--- src/rtl/scanReadback_pkg.sv ---
package scanReadback_pkg;
  localparam int RES_W      = 12;
  localparam int FRAME_W    = 32;
  localparam int CH_PER_DEV = 12;
  localparam int CELL_LAST  = 5;
  localparam int CHAN_LSB   = 23;
  localparam int RES_LSB    = 11;
  localparam logic [5:0] REG_READ_PTR = 6'h1C;
  localparam logic [5:0] REG_CTRL_HI  = 6'h0D;

  typedef enum logic [2:0] {
    ST_IDLE, ST_PTR, ST_CONV, ST_WAIT, ST_READ, ST_FIN
  } scanState_t;

  typedef struct packed {
    logic clear;
    logic capture;
  } dpStrobe_t;
endpackage

--- src/rtl/scanReadback_ctrl.sv ---
module scanReadback_ctrl
  import scanReadback_pkg::*;
#(
  parameter int CLK_HZ  = 50_000_000,
  parameter int EXTRA_W = 3
) (
  input  logic               clk,
  input  logic               rstN,
  input  logic               start,
  input  logic [1:0]         cfgAcq,
  input  logic [1:0]         cfgAvg,
  input  logic [EXTRA_W-1:0] cfgExtra,
  input  logic               xferDone,
  input  logic               rxCrcOk,
  output logic               reqValid,
  output logic               reqWrite,
  output logic [5:0]         reqReg,
  output logic [7:0]         reqVal,
  output logic               reqAll,
  output logic               busy,
  output logic               scanDone,
  output logic               scanErr,
  output dpStrobe_t          strobe
);
  localparam int CYC_PER_US = (CLK_HZ / 1_000_000 < 1) ? 1 : CLK_HZ / 1_000_000;
  localparam int TICK_W     = (CYC_PER_US > 1) ? $clog2(CYC_PER_US) : 1;
  localparam int MAX_NS     = 2585 * CH_PER_DEV * 8 + 250 * (2 ** EXTRA_W) + 5000;
  localparam int NS_W       = $clog2(MAX_NS + 1);
  localparam int FRM_W      = $clog2(CH_PER_DEV * (2 ** EXTRA_W) + 1);

  scanState_t         state;
  logic [1:0]         acqL, avgL;
  logic [EXTRA_W-1:0] extraL;
  logic [NS_W-1:0]    remNs;
  logic [TICK_W-1:0]  tickCnt;
  logic [FRM_W-1:0]   frameCnt, lastIdx;

  // settling time in ns including the fixed 5 us margin
  function automatic logic [NS_W-1:0] waitNs(input logic [1:0] acq, input logic [1:0] avg,
                                             input logic [EXTRA_W-1:0] ext);
    logic [NS_W-1:0] tAcq, perPass;
    case (acq)
      2'd0:    tAcq = NS_W'(465);
      2'd1:    tAcq = NS_W'(1010);
      2'd2:    tAcq = NS_W'(1460);
      default: tAcq = NS_W'(1890);
    endcase
    perPass = (tAcq + NS_W'(695)) * NS_W'(CH_PER_DEV);
    return (perPass << avg) - tAcq + NS_W'(250) * NS_W'(ext) + NS_W'(5000);
  endfunction

  assign lastIdx = FRM_W'(CH_PER_DEV) * (FRM_W'(extraL) + FRM_W'(1)) - FRM_W'(1);

  always_ff @(posedge clk) begin
    if (!rstN) begin
      state    <= ST_IDLE;
      acqL     <= '0;
      avgL     <= '0;
      extraL   <= '0;
      remNs    <= '0;
      tickCnt  <= '0;
      frameCnt <= '0;
      scanErr  <= 1'b0;
    end else begin
      case (state)
        ST_IDLE: if (start) begin
          acqL    <= cfgAcq;
          avgL    <= cfgAvg;
          extraL  <= cfgExtra;
          scanErr <= 1'b0;
          state   <= ST_PTR;
        end
        ST_PTR: if (xferDone) state <= ST_CONV;
        ST_CONV: if (xferDone) begin
          remNs   <= waitNs(acqL, avgL, extraL);
          tickCnt <= '0;
          state   <= ST_WAIT;
        end
        ST_WAIT: begin
          if (tickCnt == TICK_W'(CYC_PER_US - 1)) begin
            tickCnt <= '0;
            if (remNs <= NS_W'(1000)) begin
              frameCnt <= '0;
              state    <= ST_READ;
            end else begin
              remNs <= remNs - NS_W'(1000);
            end
          end else begin
            tickCnt <= tickCnt + TICK_W'(1);
          end
        end
        ST_READ: if (xferDone) begin
          if (!rxCrcOk) begin
            scanErr <= 1'b1;
            state   <= ST_FIN;
          end else if (frameCnt == lastIdx) begin
            state <= ST_FIN;
          end else begin
            frameCnt <= frameCnt + FRM_W'(1);
          end
        end
        default: state <= ST_IDLE;
      endcase
    end
  end

  always_comb begin
    reqValid = 1'b0;
    reqWrite = 1'b0;
    reqReg   = '0;
    reqVal   = '0;
    reqAll   = 1'b0;
    case (state)
      ST_PTR: begin
        reqValid = 1'b1;
        reqWrite = 1'b1;
        reqReg   = REG_READ_PTR;
        reqAll   = 1'b1;
      end
      ST_CONV: begin
        reqValid = 1'b1;
        reqWrite = 1'b1;
        reqReg   = REG_CTRL_HI;
        reqVal   = {4'b0000, 1'b1, avgL, 1'b0};
        reqAll   = 1'b1;
      end
      ST_READ: reqValid = 1'b1;
      default: ;
    endcase
  end

  assign busy           = (state != ST_IDLE);
  assign scanDone       = (state == ST_FIN);
  assign strobe.clear   = (state == ST_IDLE) && start;
  assign strobe.capture = (state == ST_READ) && xferDone;
endmodule

--- src/rtl/scanReadback_dp.sv ---
module scanReadback_dp
  import scanReadback_pkg::*;
#(
  parameter int SUM_W = 19
) (
  input  logic               clk,
  input  logic               rstN,
  input  dpStrobe_t          strobe,
  input  logic [FRAME_W-1:0] rxFrame,
  input  logic               rxCrcOk,
  input  logic [RES_W-1:0]   cellHi,
  input  logic [RES_W-1:0]   cellLo,
  input  logic [RES_W-1:0]   auxHi,
  input  logic [RES_W-1:0]   auxLo,
  output logic               frameValid,
  output logic [FRAME_W-1:0] frameData,
  output logic               frameCrcOk,
  output logic               frameRise,
  output logic               frameFall,
  output logic [SUM_W-1:0]   cellSum
);
  logic [3:0]       chan;
  logic [RES_W-1:0] res, hiSel, loSel;
  logic             isCell, riseNow, fallNow;

  assign chan    = rxFrame[CHAN_LSB +: 4];
  assign res     = rxFrame[RES_LSB +: RES_W];
  assign isCell  = (chan <= 4'(CELL_LAST));
  assign hiSel   = isCell ? cellHi : auxHi;
  assign loSel   = isCell ? cellLo : auxLo;
  assign riseNow = rxCrcOk && (res >= hiSel);
  assign fallNow = rxCrcOk && !riseNow && (res <= loSel);

  always_ff @(posedge clk) begin
    if (!rstN) begin
      frameValid <= 1'b0;
      frameData  <= '0;
      frameCrcOk <= 1'b0;
      frameRise  <= 1'b0;
      frameFall  <= 1'b0;
      cellSum    <= '0;
    end else begin
      frameValid <= strobe.capture;
      if (strobe.clear) cellSum <= '0;
      if (strobe.capture) begin
        frameData  <= rxFrame;
        frameCrcOk <= rxCrcOk;
        frameRise  <= riseNow;
        frameFall  <= fallNow;
        if (rxCrcOk && isCell) cellSum <= cellSum + SUM_W'(res);
      end
    end
  end
endmodule

--- src/rtl/scanReadback.sv ---
module scanReadback
  import scanReadback_pkg::*;
#(
  parameter int CLK_HZ  = 50_000_000,
  parameter int EXTRA_W = 3,
  localparam int SUM_W  = RES_W + $clog2(CH_PER_DEV * (2 ** EXTRA_W))
) (
  input  logic               clk,
  input  logic               rstN,
  input  logic               start,
  input  logic [1:0]         cfgAcq,
  input  logic [1:0]         cfgAvg,
  input  logic [EXTRA_W-1:0] cfgExtra,
  input  logic [11:0]        cellHi,
  input  logic [11:0]        cellLo,
  input  logic [11:0]        auxHi,
  input  logic [11:0]        auxLo,
  output logic               reqValid,
  output logic               reqWrite,
  output logic [5:0]         reqReg,
  output logic [7:0]         reqVal,
  output logic               reqAll,
  input  logic               xferDone,
  input  logic [31:0]        rxFrame,
  input  logic               rxCrcOk,
  output logic               frameValid,
  output logic [31:0]        frameData,
  output logic               frameCrcOk,
  output logic               frameRise,
  output logic               frameFall,
  output logic [SUM_W-1:0]   cellSum,
  output logic               busy,
  output logic               scanDone,
  output logic               scanErr
);
  dpStrobe_t strobe;

  scanReadback_ctrl #(.CLK_HZ(CLK_HZ), .EXTRA_W(EXTRA_W)) ctrl_i (
    .clk(clk), .rstN(rstN), .start(start), .cfgAcq(cfgAcq), .cfgAvg(cfgAvg),
    .cfgExtra(cfgExtra), .xferDone(xferDone), .rxCrcOk(rxCrcOk),
    .reqValid(reqValid), .reqWrite(reqWrite), .reqReg(reqReg), .reqVal(reqVal),
    .reqAll(reqAll), .busy(busy), .scanDone(scanDone), .scanErr(scanErr),
    .strobe(strobe)
  );

  scanReadback_dp #(.SUM_W(SUM_W)) dp_i (
    .clk(clk), .rstN(rstN), .strobe(strobe), .rxFrame(rxFrame), .rxCrcOk(rxCrcOk),
    .cellHi(cellHi), .cellLo(cellLo), .auxHi(auxHi), .auxLo(auxLo),
    .frameValid(frameValid), .frameData(frameData), .frameCrcOk(frameCrcOk),
    .frameRise(frameRise), .frameFall(frameFall), .cellSum(cellSum)
  );
endmodule

--- config.mk ---
export PLATFORM = sky130hd
export DESIGN_NAME = scanReadback
export DESIGN_NICKNAME = d
export VERILOG_FILES = /design/src/rtl/scanReadback_pkg.sv /design/src/rtl/scanReadback_ctrl.sv /design/src/rtl/scanReadback_dp.sv /design/src/rtl/scanReadback.sv
export SDC_FILE = /design/constraint.sdc
export NUM_CORES = 1
export LEC_CHECK = 0
export BUFFER_PORTS_ARGS = -buffer_cell sky130_fd_sc_hd__buf_2
export CORE_MARGIN = 5
export CORE_UTILIZATION = 51
export CTS_CLUSTER_SIZE = 28
export DETAILED_ROUTE_END_ITERATION = 10
export HOLD_SLACK_MARGIN = 0.12
export PLACE_DENSITY = 0.83
export SYNTH_ARGS = -nofsm -noshare
export SYNTH_HDL_FRONTEND = slang
export SYNTH_SLANG_ARGS = --single-unit
--- constraint.sdc ---
create_clock -name clk -period 4.4 [get_ports clk]
set_input_delay 0.88 -clock clk [delete_from_list [all_inputs] [get_ports clk]]
set_output_delay 0.88 -clock clk [all_outputs]
set_load 0.01 [all_outputs]
---- Word level (Yosys, flattened, before mapping) ----
Cells that the tools add are included.
word-level totals
  bits in registers ....................... 97
  latch bits .............................. 0
  memory bits (writable) .................. 0
  bits in read-only memories .............. 0
  input bits .............................. 92
  output and inout port bits .............. 75
  word-level logic and storage cells ...... 112
  memories ................................ 0
cells by class
  $add $sub $neg .......................... 10
  multipliers ............................. 3
  divide/modulo/power cells ............... 0
  magnitude comparators ................... 4
  equal/unequal tests ..................... 20
  shifts and indexed selects .............. 1
  muxes and demuxes ....................... 39
  bitwise logic cells ..................... 0
  reductions and logical operators ........ 21
operators with widths
  operator                count
  $mux 18                 6
  $mux 19                 3
  $pmux 18 s2             1
  $mux 7                  5
  $pmux 11 s3             1
  $mux 12                 2
  $mux 3                  8
  $add 19x12->19          1
  $add 18x10->18 const B  1
  $add 18x11->18          1
  $add 18x13->18 const B  1
  $le 18x10->1 const B    1
  $mul 18x2->16 const B   1
  $shl 18x2->18           1
  $sub 18x10->18 const B  1
  $sub 18x18->18          1
  $ne 2x2->1 const B      8
  $pmux 3 s5              1
  $pmux 7 s2              1
  $ge 12x12->1            1
  $le 12x12->1            1
  $mux 6                  2
  $pmux 6 s2              1
  $mul 7x3->10 const A    1
  31 further kinds        47

---- Depth between registers and ports, before layout ----
  word-level depth ........................ 13
  depth in mapped cells ................... 20

---- Modules after synthesis ----
A second synthesis with hierarchy kept.
second synthesis, totals
  cells, all modules ...................... 975
  area total of the unflattened synthesis .. 8006.4 um^2
by module, submodules not included
  module             times used  cells an instance  area an instance (um^2)  sequential area each (um^2)
  scanReadback_ctrl  1           593                4570.6                   840.8
  scanReadback_dp    1           382                3435.8                   1101.1

---- Least setup slack after synthesis ----
OpenSTA, ideal clock, no wires.
  path kind ............................... register -> register
  start ................................... reg ctrl_i.extraL[0]
  end ..................................... reg ctrl_i.remNs[16]
  library setup time ...................... 0.130 ns
  data arrival time ....................... 4.413 ns
  data required time ...................... 4.270 ns
  setup slack ............................. -0.144 ns
  cell stages (with the launch flop) ...... 19
  path buffers ............................ 0
  cells stage by stage .................... dfxtp_1 -> inv_1 -> ha_1 -> inv_1 -> ha_1 -> fa_1 -> inv_1 -> fa_1 -> fa_1 -> fa_1 -> inv_1 -> ha_1 -> a211oi_1 -> o21bai_1 -> nor3_1 -> o31ai_1 -> a21oi_1 -> xor2_1 -> o22ai_1
between the ends
  word-level cells in the longest chain between the ends .. 5
RTL lines
  what                    RTL line                 RTL
  from (decl)             scanReadback_ctrl.sv:33  logic [EXTRA_W-1:0] extraL;
  from (signal assigned)  scanReadback_ctrl.sv:69  extraL <= cfgExtra;
  $mul 7x3->10            scanReadback_ctrl.sv:49  return (perPass << avg) - tAcq + NS_W'(250) * NS_W'(ext) + NS_W'(5000);
  $add 18x11->18          scanReadback_ctrl.sv:49
  $add 18x13->18          scanReadback_ctrl.sv:49
  $mux 18                 scanReadback_ctrl.sv:74  ST_CONV: if (xferDone) begin
  $pmux 18 s2             scanReadback_ctrl.sv:65  case (state)
  to (signal assigned)    scanReadback_ctrl.sv:75  remNs <= waitNs(acqL, avgL, extraL);
  to (signal assigned)    scanReadback_ctrl.sv:86  remNs <= remNs - NS_W'(1000);
  to (decl)               scanReadback_ctrl.sv:34  logic [NS_W-1:0] remNs;
No other way between the ends. The select of a mux whose other input is x is not followed.
A chain may end at the register's enable or synchronous reset.

---- Final worst setup path ----
  start ................................... reg ctrl_i.extraL[0]
  end ..................................... reg ctrl_i.remNs[11]
The elaborated chain is that of the path after synthesis.

==> flow_summary.toml <==
[global_route]
grt_pass1_wl_um = 34400
track_usage_pct = 23.1
antenna_found_initial = 0
grt_pass1_vias = 7211
grt_max_degree = 38
overflow = 0

[power]
power.density_mw_per_mm2 = 577
p_seq_share_pct = 20.1
p_leak_nw = 4.08
pwr-share-comb_pct = 64.3
clock_power_share_pct = 15.7
p_int_w = 0.00291
switching_power_w = 0.00239
swShare_pct = 45.1
p_total_w = 0.00530
irDropWorstVdd_v = 0.000399

[timing]
finClkSkew_ns = 0.00770
fmax_ghz = 0.235
final_hold_viol_count = 0
max_slew.worst_pin.slew_ns = 1.09
period_share_pct = 96.8
finalSetupTns_ns = 0
relSlewSlack_pct = 26.9
slew_violations = 0
rsz0062_at_grt = "false"
period_needed_ns = 4.26
fin_ws_ns = 0.142
setup_viol = 0

[synthesis]
synth_top_area_share_pct = 25.2
seq_area_frac_synth_pct = 25.2
synthCells = 981
async_flop_share_pct = 0
ys.flop_type = "dfxtp_1"
synth_edf_count = 0
yosysWarnings = 0
synth_area_leader_cell = "dfxtp_1"
synth-seq-cells = 97
ys_types = 65
synth_area_leaders = "dfxtp_1 (25%), ha_1 (14%), nand2_1 (7.7%)"
avgSynthCellArea_sq_um = 7.87
syn_area_sq_mm = 0.00772

[routing]
drt-initial-drc-count = 612
vias = 7552
drt_pre_antenna_iters = 5
drc_errors = 0
drt_wl_total_um = 21000
post_drt_wl_per_cell_um = 15.9
ant_nets = 0
avgViaCountPerCell = 5.73

[worst_setup_path]
r2r_start = "ctrl_i.extraL[0]"
worst-r2r-setup-slack_ns = 0.14
crit_type = "flip-flop to flip-flop"
arrival_ns = 4.50
crit_path_start_kind = "flip-flop"
critPathMaxStageDelay_ns = 0.58
cp_cell_sequence = "buf_4 -> ha_2 -> ha_4 -> fa_2 -> inv_2 -> fa_1 -> fa_2 -> inv_1 -> ha_1 -> ha_4 -> nand4_1 -> a211oi_2 -> nor2_2 -> xor2_1 -> o22ai_1 -> a31o_2"
crit_path_end_kind = "flip-flop"
crit_path_top_delay_cell = "fa_2"
path_max_fanout = 7
rr_worst_depth = 16
timing.critical_path.required_ns = 4.64
r2r_end = "ctrl_i.remNs[11]"

[cells_and_area]
diodes = 0
drive_above_1_share_pct = 22.2
fill_cells = 1276
fin_nets = 1321
area_growth_syn_to_layout_pct = 18.9
final_cells = 1319

[cts]
clock_path_buffers = 2
root_buffer = "clkbuf_16"
cts_tree = "done"
clkSinkCount = 97
cts_htree_levels = 3
cts_made_buffers = 9
clk_latency_ns = 0.35
cts.clk_slew.worst_paths_ns = 0.07

[hold_path]
min_to = "dp_i.frameData[29]"
min_path_cells = 2
min_from = "dp_i.frameData[29]"
worstHoldPathType = "flip-flop to flip-flop"

[die]
fp-row-count = 45
start_util_pct = 51.4
ioPinCount = 167
dieWidth_um = 133
die_h_um = 133
die_area_sq_mm = 0.0177
design.core.area_sq_mm = 0.0150

[outcome]
status = "finished clean"

[run]
maxCapViolations = 0

[placement]
place.gp.congestion = 0.957
dpl.hpwl_um = 16300
dp_cells = 1302
dp_slack_ns = -0.0934
port_buffers = 159
==> state kept, by name, summed over array words and instances, names as in the netlist <==
signal	flops
ctrl_i.state	3
ctrl_i.acqL	2
dp_i.frameValid	1
dp_i.cellSum	19
dp_i.frameData	32
dp_i.frameCrcOk	1
dp_i.frameFall	1
ctrl_i.frameCnt	7
ctrl_i.remNs	18
ctrl_i.scanErr	1
ctrl_i.extraL	3
dp_i.frameRise	1
ctrl_i.avgL	2
ctrl_i.tickCnt	6
==> routing by layer <==
metal / track usage [%] / vias to the layer above / wire length [um]
li1: - / 3734 / -
met1: 30.2 / 3540 / 9110
met2: 39.1 / 233 / 10200
met3: 3.65 / 45 / 1110
met4: 7.68 / 0 / 572
met5: 0 / - / 0
==> layout by cell type (no fill, tap or decap), types with 25 or more instances in the layout <==
| master | instances |
|---|---|
| buf_2 | 159 |
| ha_1 | 81 |
| o21ai_0 | 41 |
| mux2i_1 | 33 |
| nand3_1 | 34 |
| inv_1 | 48 |
| buf_4 | 25 |
| nand2_1 | 159 |
| a21oi_1 | 103 |
| dfxtp_1 | 95 |
| nor2_1 | 60 |
==> worst max-delay path, delay by kind of cell, from the launching register on <==
family	cells	cell delay [ns]
AO/OA/AOI/OAI	3	0.73
XOR/XNOR	1	0.14
adder cells (fa/ha/maj)	7	2.43
buffers and inverters	3	0.29
flip-flops	1	0.36
AND/OR/NAND/NOR	2	0.21
==> cells by family after synthesis <==
kind of cell | synth area share (%)
xor+xnor | 4.60
simple gates | 21.4
mux | 5.45
compound gates | 19.1
fa+ha+maj | 18.2
buf+inv | 5.98
other cells | 0.0486
flops | 25.2
==> worst max path at each step <==
stage	from	to	slack [ns]	cells after the start
2_1_floorplan	ctrl_i.extraL[0]	ctrl_i.remNs[16]	0.03	18
3_5_place_dp	ctrl_i.extraL[1]	ctrl_i.remNs[16]	-0.09	15
4_1_cts	ctrl_i.extraL[0]	ctrl_i.remNs[16]	-0.02	18
3_3_place_gp	ctrl_i.extraL[1]	ctrl_i.remNs[15]	0.03	14
5_1_grt	ctrl_i.extraL[0]	ctrl_i.remNs[16]	0.001	18
6_report	ctrl_i.extraL[0]	ctrl_i.remNs[11]	0.14	16
==> layout make-up <==
| type | instances | area [sq um] | share of cell area, % |
|---|---|---|---|
| multi-input cells | 781 | 5500 | 59.9 |
| inverters | 53 | 199 | 2.17 |
| clock buffers | 9 | 225 | 2.45 |
| well taps | 188 | 235 | 2.56 |
| repair buffers | 184 | 983 | 10.7 |
| flip-flops and latches | 97 | 1950 | 21.2 |
| clock inverters | 7 | 83.8 | 0.913 |
==> synth_stat cells (3+ instances only) <==
| cell | n |
|---|---|
| nand2_1 | 159 |
| a21oi_1 | 107 |
| dfxtp_1 | 97 |
| ha_1 | 87 |
| nor2_1 | 61 |
| inv_1 | 52 |
| o21ai_0 | 43 |
| clkbuf_1 | 36 |
| nand3_1 | 34 |
| mux2i_1 | 33 |
| xnor2_1 | 23 |
| a21o_1 | 20 |
| nand4_1 | 19 |
| fa_1 | 16 |
| xor2_1 | 15 |
| nor3_1 | 14 |
| a31oi_1 | 13 |
| buf_4 | 12 |
| a211oi_1 | 10 |
| and3_1 | 10 |
| nand3b_1 | 9 |
| nor3b_1 | 8 |
| and2_1 | 7 |
| buf_2 | 6 |
| mux2_2 | 6 |
| o31ai_1 | 6 |
| nor2b_1 | 5 |
| o211ai_1 | 5 |
| o21a_1 | 5 |
| o22ai_1 | 5 |
| nor4_1 | 4 |
| or3_1 | 4 |
| a31o_2 | 3 |
| o221ai_1 | 3 |
| o31a_1 | 3 |
| or2_2 | 3 |
==> metrics by stage <==
step | instance area, sq um | utilization [%] | hold WS [ns]
after global placement | 8710 | 57.9 | 0.439
after CTS | 9040 | 60.1 | 0.453
final | 9180 | 61.0 | 0.449
after global routing | 9180 | 61.0 | 0.471
after detailed placement | 8710 | 57.9 | 0.443
after floorplan | 7750 | - | 0.432
==> power groups by stage <==
stage               Sequential [W]  Clock, W  Combinational, W
global placement           0.00108         0           0.00290
CTS                        0.00106  0.000849           0.00306
finish                     0.00106  0.000830           0.00341
global route               0.00108  0.000887           0.00376
floorplan                  0.00105         0           0.00226
detailed placement         0.00108         0           0.00298
==> repair_timing <==
| item | CTS | global route |
|---|---|---|
| setup endpoints to repair | 5 | 9 |
| resized for setup | 5 | 30 |
| buffers inserted | 0 | 1 |
| hold buffers | 0 | 0 |
| pin swaps | 1 | 20 |
| cloned | 0 | 0 |
No activity file was read; power rests on OpenSTA's default activity.
